<file path="src/rtl/abus_pkg.sv">
package abus_pkg;
  typedef enum logic [1:0] {
    ST_IDLE    = 2'd0,
    ST_SETUP   = 2'd1,
    ST_STROBE  = 2'd2,
    ST_RELEASE = 2'd3
  } abus_state_e;
endpackage

</file>
<file path="src/rtl/abus_sync.sv">
module abus_sync #(
  parameter int STAGES = 2
) (
  input  logic clk,
  input  logic rst_n,
  input  logic d,
  output logic q
);
  logic [STAGES-1:0] ff_q;

  for (genvar i = 0; i < STAGES; i++) begin : g_stage
    if (i == 0) begin : g_first
      always_ff @(posedge clk or negedge rst_n) begin
        if (!rst_n) ff_q[0] <= 1'b0;
        else        ff_q[0] <= d;
      end
    end else begin : g_next
      always_ff @(posedge clk or negedge rst_n) begin
        if (!rst_n) ff_q[i] <= 1'b0;
        else        ff_q[i] <= ff_q[i-1];
      end
    end
  end

  assign q = ff_q[STAGES-1];
endmodule

</file>
<file path="src/rtl/abus_wait_timer.sv">
module abus_wait_timer #(
  parameter int LIMIT = 20
) (
  input  logic clk,
  input  logic rst_n,
  input  logic run,
  output logic expired
);
  localparam int SPAN = (LIMIT > 1) ? LIMIT : 2;
  localparam int CW   = $clog2(SPAN);
  localparam logic [CW-1:0] LAST = CW'(SPAN - 1);

  logic [CW-1:0] cnt_q, cnt_d;
  logic          at_last;

  assign at_last = (cnt_q == LAST);
  assign expired = (LIMIT != 0) && run &&
                   ((LIMIT == 1) ? 1'b1 : at_last);

  always_comb begin
    cnt_d = cnt_q;
    if (!run)          cnt_d = '0;
    else if (!at_last) cnt_d = cnt_q + 1'b1;
  end

  always_ff @(posedge clk or negedge rst_n) begin
    if (!rst_n) cnt_q <= '0;
    else        cnt_q <= cnt_d;
  end
endmodule

</file>
<file path="src/rtl/abus_master.sv">
module abus_master
  import abus_pkg::*;
#(
  parameter int AW          = 8,
  parameter int DW          = 16,
  parameter int SETUP_CYC   = 1,
  parameter int SYNC_STAGES = 2,
  parameter int TIMEOUT     = 20
) (
  input  logic          clk,
  input  logic          rst_n,
  input  logic          req_valid,
  input  logic          req_write,
  input  logic [AW-1:0] req_addr,
  input  logic [DW-1:0] req_wdata,
  output logic          stall,
  output logic          done,
  output logic [DW-1:0] rdata,
  output logic          bus_err,
  output logic [AW-1:0] bus_addr,
  output logic [DW-1:0] bus_wdata,
  output logic          bus_drive,
  output logic          bus_rnw,
  output logic          strobe,
  input  logic          ack,
  input  logic [DW-1:0] bus_rdata
);
  localparam int SCW = (SETUP_CYC > 1) ? $clog2(SETUP_CYC) : 1;
  localparam logic [SCW-1:0] SETUP_LAST = SCW'(SETUP_CYC - 1);

  abus_state_e   state_q, state_d;
  logic [AW-1:0] addr_q;
  logic [DW-1:0] wdata_q, rdata_q, rdata_d;
  logic          write_q;
  logic [SCW-1:0] setup_q, setup_d;
  logic          strobe_q, strobe_d;
  logic          done_q, done_d;
  logic          err_q, err_d;
  logic          ack_s;
  logic          expired;
  logic          accept;

  abus_sync #(.STAGES(SYNC_STAGES)) u_sync (
    .clk(clk), .rst_n(rst_n), .d(ack), .q(ack_s)
  );

  abus_wait_timer #(.LIMIT(TIMEOUT)) u_timer (
    .clk(clk), .rst_n(rst_n), .run(state_q == ST_STROBE), .expired(expired)
  );

  assign accept = (state_q == ST_IDLE) && req_valid;

  always_comb begin
    state_d  = state_q;
    setup_d  = setup_q;
    strobe_d = strobe_q;
    rdata_d  = rdata_q;
    done_d   = 1'b0;
    err_d    = 1'b0;
    unique case (state_q)
      ST_IDLE: begin
        if (req_valid) begin
          state_d = ST_SETUP;
          setup_d = '0;
        end
      end
      ST_SETUP: begin
        if (setup_q == SETUP_LAST) begin
          state_d  = ST_STROBE;
          strobe_d = 1'b1;
        end else begin
          setup_d = setup_q + 1'b1;
        end
      end
      ST_STROBE: begin
        if (ack_s) begin
          rdata_d  = bus_rdata;
          done_d   = 1'b1;
          strobe_d = 1'b0;
          state_d  = ST_RELEASE;
        end else if (expired) begin
          done_d   = 1'b1;
          err_d    = 1'b1;
          strobe_d = 1'b0;
          state_d  = ST_RELEASE;
        end
      end
      ST_RELEASE: begin
        if (!ack_s) state_d = ST_IDLE;
      end
      default: state_d = ST_IDLE;
    endcase
  end

  always_ff @(posedge clk or negedge rst_n) begin
    if (!rst_n) begin
      state_q  <= ST_IDLE;
      setup_q  <= '0;
      strobe_q <= 1'b0;
      rdata_q  <= '0;
      done_q   <= 1'b0;
      err_q    <= 1'b0;
    end else begin
      state_q  <= state_d;
      setup_q  <= setup_d;
      strobe_q <= strobe_d;
      rdata_q  <= rdata_d;
      done_q   <= done_d;
      err_q    <= err_d;
    end
  end

  always_ff @(posedge clk or negedge rst_n) begin
    if (!rst_n) begin
      addr_q  <= '0;
      wdata_q <= '0;
      write_q <= 1'b0;
    end else if (accept) begin
      addr_q  <= req_addr;
      wdata_q <= req_wdata;
      write_q <= req_write;
    end
  end

  assign stall     = (state_q != ST_IDLE);
  assign done      = done_q;
  assign bus_err   = err_q;
  assign rdata     = rdata_q;
  assign strobe    = strobe_q;
  assign bus_addr  = addr_q;
  assign bus_wdata = wdata_q;
  assign bus_rnw   = !write_q;
  assign bus_drive = write_q &&
                     ((state_q == ST_SETUP) || (state_q == ST_STROBE));
endmodule

</file>
<file path="config.mk">
export PLATFORM = sky130hd
export DESIGN_NAME = abus_master
export DESIGN_NICKNAME = d
export VERILOG_FILES = /design/src/rtl/abus_pkg.sv /design/src/rtl/abus_sync.sv /design/src/rtl/abus_wait_timer.sv /design/src/rtl/abus_master.sv
export SDC_FILE = /design/constraint.sdc
export NUM_CORES = 1
export LEC_CHECK = 0
export ABC_AREA = 1
export BUFFER_PORTS_ARGS = -buffer_cell sky130_fd_sc_hd__buf_2
export CAP_MARGIN = 20
export CORE_UTILIZATION = 47
export CTS_CLUSTER_SIZE = 12
export DETAILED_ROUTE_END_ITERATION = 16
export PLACE_DENSITY = 0.79
export SYNTH_ARGS = -nofsm -noshare
export SYNTH_HDL_FRONTEND = slang
export SYNTH_SLANG_ARGS = --single-unit
</file>
<file path="constraint.sdc">
create_clock -name clk -period 2.2 [get_ports clk]
set_clock_uncertainty 0.15 [all_clocks]
set_input_delay 0.44 -clock clk [delete_from_list [all_inputs] [get_ports clk]]
set_output_delay 0.44 -clock clk [all_outputs]
set_load 0.01 [all_outputs]
</file>
==> impl_metrics.toml, run 1 <==
[sta]
rsz0062_at_grt = "no"
whs_ns = 0.0945
timing.final.crit_share_pct = 88.9
drv_slew = 0
hold_viol_final = 0
setup_violations = 0
clock.fmax_ghz = 0.511
tns_ns = 0
worst_slack_ns = 0.245
max_slew_margin_pct = 63.0
fin_crit_ns = 1.96
worst_slew_pin_slew_ns = 0.553

[power_and_ir_drop]
p_leak_nw = 1.48
p_per_area_mw_per_mm2 = 1430
peakVddDrop_uv = 771

[clock_tree]
clock_latency_ns = 0.30
clockRootBuffer = "clkbuf_8"
cts_buffers = 5
cts_resized = 0
clock_path_buffers = 2
cts_hold_buffers = 1
htreeDepth = 2
postCtsSetupBuffers = 0
path_clk_slew_ns = 0.09
cts.sinks = 53
cts_tree = "built"

[grt]
grt_use_met3_pct = 3.92
grt_max_degree = 54
grt_use_total_pct = 18.1
use_met1_pct = 22.4
overflow = 0
grt_pass1_wl_mm = 6.89
grt_antenna_before_repair = 0
grt.busiest_layer = "met2"
grt_pass1_vias = 1497
use_met2_pct = 31.3

[logic_synthesis]
ys_top_cells_by_area = "dfrtp_1 62%, mux2_2 16%, mux2_4 6.3%"
synth_edf_count = 0
yosysUniqueCellTypes = 18
netlist_top_cells_count = "53 x dfrtp_1, 31 x mux2_2, 14 x nand2_1"
synth_most_common_cell = "dfrtp_1"
synthCells = 152
ys_warn_count = 0
seq_area_frac_synth_pct = 61.5
ys_ff_latch = 53
netlist.area_leader.share_pct = 61.5
syn_avg_cell_area_sq_um = 14.2
async_flop_share_pct = 100
syn_area_sq_mm = 0.00216
synth_top_area_cell = "dfrtp_1"
synthFlopType = "dfrtp_1"
syn_nets = 203

[die]
die_y_um = 69.7
ios = 91
die_w_um = 69.7
coreArea_sq_mm = 0.00438
rows = 24
start_util_pct = 49.2
die-area_sq_mm = 0.00486

[status]
outcome = "completed"

[detailed_routing]
post-route-drc-count = 0
drt_iter0_drc = 63
wl_mm = 4.06
vias_per_cell = 4.77
drtPass1Iterations = 4
wl_per_cell_um = 13.5
ant_nets = 0
num_vias = 1432

[worst_setup_path]
crit_path_max_fanout = 4
critPathCaptureType = "output port"
critPathRequiredTime_ns = 1.61
cp_slowest_cell = "dfrtp_1"
worstSetupPathType = "reg2out"
critPathArrivalTime_ns = 1.37
path_cells = "inv_1 -> ha_1 -> nand2_1 -> inv_1 -> buf_2"
path_common_cell = "inv_1"
cp_num_buf_inv = 3
slowest_delay_ns = 0.41
critical-path-top-delay-family = "flip-flops"
cp-start-kind = "register"

[min_path]
holdCritPathClass = "in2reg"

[placed_design]
gp_routability_congestion = 0.733
numPortBuffers = 90
dp_slack_ns = 0.368
hpwl_mm = 2.92

[flow_run]
maxCapViolCount = 0

[finish]
nets = 298
area.growth.synth_to_final_pct = 29.5
n_antenna_cell = 0
drive_above_1_share_pct = 57.7
fillers = 360
final_util_pct = 63.7
[cell type report]
class / count / area, sq um / area share [%]
multi-input cells: 86 / 752 / 26.9
clock buffers: 5 / 68.8 / 2.47
flip-flops and latches: 53 / 1330 / 47.5
clock inverters: 3 / 65.1 / 2.33
well taps: 52 / 65.1 / 2.33
repair buffers: 92 / 480 / 17.2
inverters: 9 / 33.8 / 1.21
[per-layer routing]
metal | routed length (um) | vias up
li1 | - | 690
met1 | 1710 | 698
met2 | 2140 | 36
met3 | 130 | 8
met4 | 68 | 0
met5 | 0 | -
[worst paths after layout]
kind                                start  slack, ns  depth (start not counted)                to
max                            state_q[0]       0.24                          5         bus_drive
min                                   ack       0.09                          1    u_sync.ff_q[0]
max reg2reg                    state_q[0]       0.38                          4     bus_wdata[14]
min reg2reg                u_sync.ff_q[0]       0.21                          0          u_sync.q
max in group asynchronous           rst_n       1.15                          3  u_timer.cnt_q[3]
min in group asynchronous           rst_n       0.51                          3         rdata[12]
[power by group]
group	leakage [nW]	internal, mW	switching (mW)
Clock	0.0681	0.452	0.310
Combinational	0.782	0.846	0.760
Sequential	0.635	1.41	0.224
Total	1.48	2.71	1.29
[registers in the layout, indices dropped and copies added (netlist names)]
name / cells
u_sync.q: 1
bus_wdata: 16
bus_err: 1
bus_addr: 8
strobe: 1
u_timer.cnt_q: 5
rdata: 16
done: 1
state_q: 2
write_q: 1
u_sync.ff_q: 1
[cells in the final DEF, fill, tap and decap left out]
cell,synthesis,routed
buf_2,0,90
dfrtp_1,53,53
mux2_2,31,31
nand2_1,14,14
inv_1,9,9
mux2_4,9,9
nor2_1,8,8
nand3_1,8,8
ha_1,6,6
clkbuf_8,1,5
a21oi_1,2,2
or2_2,2,2
xor2_1,2,2
bufinv_16,0,2
nand2_4,1,1
nand2_2,1,1
o21ai_0,1,1
o21a_1,1,1
clkinv_2,0,1
dlygate4sd3_1,0,1
buf_12,0,1
[kinds of logic after synthesis]
kind of cell	Yosys count	share of synthesized area [%]
compound gates	4	1.04
flops	53	61.5
simple gates	34	7.08
xor+xnor	2	0.813
buf+inv	13	3.60
mux	40	22.5
fa+ha+maj	6	3.48
[through the flow]
step	power [mW]	std cells	instance area [sq um]
2_1_floorplan	2.67	152	2160
3_3_place_gp	3.20	291	2650
4_1_cts	4.05	300	2790
6_report	4.00	300	2790
5_1_grt	4.27	300	2790
3_5_place_dp	3.27	291	2650
No activity file was read; power rests on OpenSTA's default activity.
==> run 2, diff against run 1 <==
Settings changed: CORE_UTILIZATION 47 to 35, PLACE_DENSITY 0.79 to default.
Clock period 2.2 ns to 2.4 ns, I/O delays scaled along.
==> impl_metrics.toml, run 2 (synthesized netlist as in run 1, its figures left out) <==
[status]
outcome = "completed"

[sta]
fin_crit_ns = 1.97
timing.final.crit_share_pct = 82.1
setup_violations = 0
drv_slew = 0
clock.fmax_ghz = 0.507
worst_slew_pin_slew_ns = 0.595
hold_viol_final = 0
max_slew_margin_pct = 60.2
tns_ns = 0
rsz0062_at_grt = "no"

[finish]
final_cell_mix = "90 x buf_2, 53 x dfrtp_1, 31 x mux2_2"
final-instance-count-excl-fill = 323
fillers = 548
final_common_cell = "buf_2"
n_antenna_cell = 0
final_design_area_no_fill_sq_mm = 0.00281
area.growth.synth_to_final_pct = 30.2
drive_above_1_share_pct = 57.7
final_util_pct = 47.4
nets = 298

[grt]
grt_use_total_pct = 13.0
grt_antenna_before_repair = 0
grt_max_degree = 34
overflow = 0
grt_pass1_wl_mm = 6.46
grt_pass1_vias = 1495

[placed_design]
dpl-instance-area_sq_mm = 0.00268
gp_routability_congestion = 0.744
hpwl_mm = 2.92
numPortBuffers = 90
dp.cells = 314

[detailed_routing]
wl_per_cell_um = 11.8
wl_mm = 3.83
post-route-drc-count = 0
num_vias = 1446
ant_nets = 0
drtPass1Iterations = 4
vias_per_cell = 4.48
drt_iter0_drc = 61

[worst_setup_path]
slowest_delay_ns = 0.40
critPathCaptureType = "output port"
cp_num_buf_inv = 3
path_common_cell = "inv_1"
critPathArrivalTime_ns = 1.34
r2r_slack_ns = 0.54
cp_slowest_cell = "dfrtp_1"
rr_worst_depth = 4
rr_endpoint = "bus_wdata[10]"
r2r-start = "state_q[0]"
critPathRequiredTime_ns = 1.77
cp-start-kind = "register"
crit_path_max_fanout = 4
path_cells = "inv_1 -> ha_1 -> nand2_1 -> inv_1 -> buf_2"
critical-path-top-delay-family = "flip-flops"
worstSetupPathType = "reg2out"

[power_and_ir_drop]
p_leak_nw = 1.47
p_per_area_mw_per_mm2 = 1270
totalPowerFinal_mw = 3.55
peakVddDrop_uv = 610

[clock_tree]
htreeDepth = 2
cts_resized = 0
clockRootBuffer = "clkbuf_8"
clock_path_buffers = 2
cts_buffers = 5
cts.sinks = 53
clock_latency_ns = 0.29
path_clk_slew_ns = 0.09
cts_tree = "built"

[die]
start_util_pct = 36.4
coreArea_sq_mm = 0.00592
rows = 28
die_w_um = 80.5
die-area_sq_mm = 0.00648
ios = 91
die_y_um = 80.5

[min_path]
holdCritPathClass = "in2reg"
whs_path_depth = 1
min_to = "u_sync.ff_q[0]"
hp-start = "ack"

[flow_run]
maxCapViolCount = 0
[run 2: changes by cell type in the layout (fill, tap and decap cells not counted), sizes merged]
cell / delta
clkinv: -1
clkbuf: +1
bufinv: -1
clkinvlp: +1
[run 2: report_power, final]
part	leakage (nW)	internal [mW]	switching, mW	total [mW]
registers	0.635	1.29	0.193	1.49
clock network	0.0574	0.339	0.280	0.619
logic	0.782	0.773	0.676	1.45
total	1.47	2.40	1.15	3.55
[run 2: final cells by class]
cell class	instances	area, sq um	share of cell area [%]
Sequential cell	53	1330	47.3
Multi-Input combinational cell	86	752	26.8
Clock buffer	6	82.6	2.94
Tap cell	75	93.8	3.34
Clock inverter	2	37.5	1.34
Timing Repair Buffer	92	480	17.1
Inverter	9	33.8	1.20
[run 2: how the worst max path moves through the flow]
stage / startpoint / endpoint / slack, ns / cells past startpoint
floorplan: state_q[0] / rdata[1] / 0.79 / 6
global placement: state_q[0] / bus_wdata[15] / 0.59 / 4
detailed placement: state_q[0] / bus_wdata[10] / 0.53 / 4
CTS: state_q[0] / bus_drive / 0.40 / 5
global route: state_q[0] / bus_drive / 0.32 / 5
finish: state_q[0] / bus_drive / 0.43 / 5
[run 2: what timing repair did]
item,4_1_cts,5_1_grt
setup buffers,0,0
hold buffers,1,0
endpoints found under the setup margin,0,0
hold endpoints to repair,20,0
[run 2: layer usage]
| metal | up-vias | track usage, % | routed length [um] |
|---|---|---|---|
| li1 | 691 | - | - |
| met1 | 699 | 15.3 | 1660 |
| met2 | 50 | 21.9 | 1850 |
| met3 | 6 | 4.43 | 264 |
| met4 | 0 | 4.82 | 53 |
| met5 | - | 0 | 0 |
[run 2: per-stage QoR]
stage	worst slack [ns]	hold slack, ns
global route	0.324	0.134
floorplan	0.787	0.0344
global placement	0.595	0.186
detailed placement	0.531	0.189
finish	0.428	0.141
CTS	0.403	0.131
==> run 3, diff against run 2 <==
Settings changed: ABC_AREA 1 to 0.
Clock period 2.4 ns to 2 ns, I/O delays scaled along.
==> impl_metrics.toml, run 3 <==
[clock_tree]
cts_buffers = 5
clockRootBuffer = "clkbuf_8"
clock_path_buffers = 2
cts_tree = "built"
clock_latency_ns = 0.30
cts.sinks = 53
htreeDepth = 2
path_clk_slew_ns = 0.09

[finish]
final-instance-count-excl-fill = 313
final_util_pct = 47.8
register_area_sq_mm = 0.00133
final_design_area_no_fill_sq_mm = 0.00281
fillers = 564
final_cell_mix = "90 x buf_2, 53 x dfrtp_1, 41 x mux2_2"
final_common_cell = "buf_2"
area.growth.synth_to_final_pct = 32.4
multiInputGateArea_sq_um = 763
drive_above_1_share_pct = 63.4
n_antenna_cell = 0
nets = 288

[worst_setup_path]
slowest_delay_ns = 0.41
worstSetupPathType = "reg2out"
cp_slowest_cell = "dfrtp_1"
r2r-start = "u_timer.cnt_q[0]"
cp-start-kind = "register"
startpoint = "state_q[1]"
critPathRequiredTime_ns = 1.45
path_cells = "inv_1 -> ha_1 -> and2_1 -> buf_2"
critPathCaptureType = "output port"
critPathArrivalTime_ns = 1.34
crit_path_max_fanout = 3

[detailed_routing]
post-route-drc-count = 0
wl_mm = 4.18
wl_per_cell_um = 13.4
dr.max_layer_used = "met4"
drtPass1Iterations = 6
met2_length_mm = 2.31
dr_wl_met3_um = 128
vias_per_cell = 4.49
ant_nets = 0
met1_length_mm = 1.69
num_vias = 1406
drt_iter0_drc = 52

[min_path]
holdCritPathClass = "in2reg"
hp-start = "ack"

[logic_synthesis]
syn_nets = 188
synth_most_common_cell = "dfrtp_1"
synthCells = 137
netlist_top_cells_count = "53 x dfrtp_1, 41 x mux2_2, 6 x ha_1"
ys_top_cells_by_area = "dfrtp_1 62%, mux2_2 22%, ha_1 3.5%"
synthFlopType = "dfrtp_1"
async_flop_share_pct = 100
syn_avg_cell_area_sq_um = 15.5
yosysUniqueCellTypes = 24
syn_area_sq_mm = 0.00212
seq_area_frac_synth_pct = 62.4
ys_ff_latch = 53
netlist.area_leader.share_pct = 62.4
synth_top_area_cell = "dfrtp_1"
synth_edf_count = 0
ys_warn_count = 0

[status]
outcome = "completed"

[power_and_ir_drop]
peakVddDrop_uv = 563
totalPowerFinal_mw = 4.15
p_leak_nw = 1.39
p_per_area_mw_per_mm2 = 1480

[flow_run]
maxCapViolCount = 0

[placed_design]
dpl-instance-area_sq_mm = 0.00269
dp_slack_ns = 0.265
numPortBuffers = 90
hpwl_mm = 3.06
dp.cells = 302
gp_routability_congestion = 0.739

[grt]
overflow = 0
grt_pass1_wl_mm = 6.47
grt_use_total_pct = 13.6
grt_max_degree = 54
grt_pass1_vias = 1318
grt_antenna_before_repair = 0

[sta]
worst_slack_ns = 0.107
drv_slew = 0
hold_viol_final = 0
worst_slew_pin_slew_ns = 0.380
whs_ns = 0.0576
max_slew_margin_pct = 74.6
fin_crit_ns = 1.89
setup_violations = 0
timing.final.crit_share_pct = 94.7
rsz0062_at_grt = "no"
clock.fmax_ghz = 0.528
tns_ns = 0

[die]
die_w_um = 79.9
coreArea_sq_mm = 0.00589
die-area_sq_mm = 0.00639
ios = 91
die_y_um = 79.9
start_util_pct = 36.1
rows = 28
[run 3: cell families after synthesis]
kind of cell | share of synthesized area, %
AOI/OAI and AO/OA | 2.47
xor gates and xnor gates | 1.24
adders and majority gates | 3.53
buffers and inverters | 1.65
DFF | 62.4
muxes | 22.9
and+or+nand+nor | 5.77
[run 3: worst max-delay path: cells and delay by family (launching register included)]
family | cells | cell delay, ns
adder cells (fa/ha/maj) | 1 | 0.25
AND/OR/NAND/NOR | 1 | 0.15
flip-flops | 1 | 0.41
buffers and inverters | 2 | 0.24
[run 3: layer usage]
layer	track usage, %	vias up
met5	0	-
met4	5.36	0
met3	3.09	7
met2	24.4	31
met1	15.4	700
li1	-	668
[run 3: final timing paths]
check | slack, ns | end | depth (start not counted)
min in group asynchronous | 0.45 | strobe | 3
max in group asynchronous | 0.98 | state_q[1] | 3
max reg2reg | 0.31 | state_q[1] | 4
max | 0.11 | bus_drive | 4
min reg2reg | 0.23 | u_sync.q | 0
min | 0.06 | u_sync.ff_q[0] | 1
[run 3: cell type report]
cell class                 instances  share of cell area, %
multi-input combinational         76                   27.1
tap                               75                   3.34
sequential                        53                   47.2
inverter                           4                  0.534
clock inverter                     2                  0.489
clock buffer                       6                   2.94
timing repair buffer              97                   18.4
[run 3: power by group]
part	total [mW]	leakage (nW)	internal, mW	switching, mW
Combinational	1.75	0.707	0.960	0.791
Sequential	1.78	0.635	1.55	0.225
Clock	0.626	0.0512	0.281	0.344
Total	4.15	1.39	2.79	1.36
[run 3: timing repair]
item | 4_1_cts | 5_1_grt
endpoints found under the setup margin | 0 | 1
hold buffers | 1 | 0
setup buffers | 0 | 2
endpoints found under the hold margin | 53 | 0
resized for setup | 0 | 0
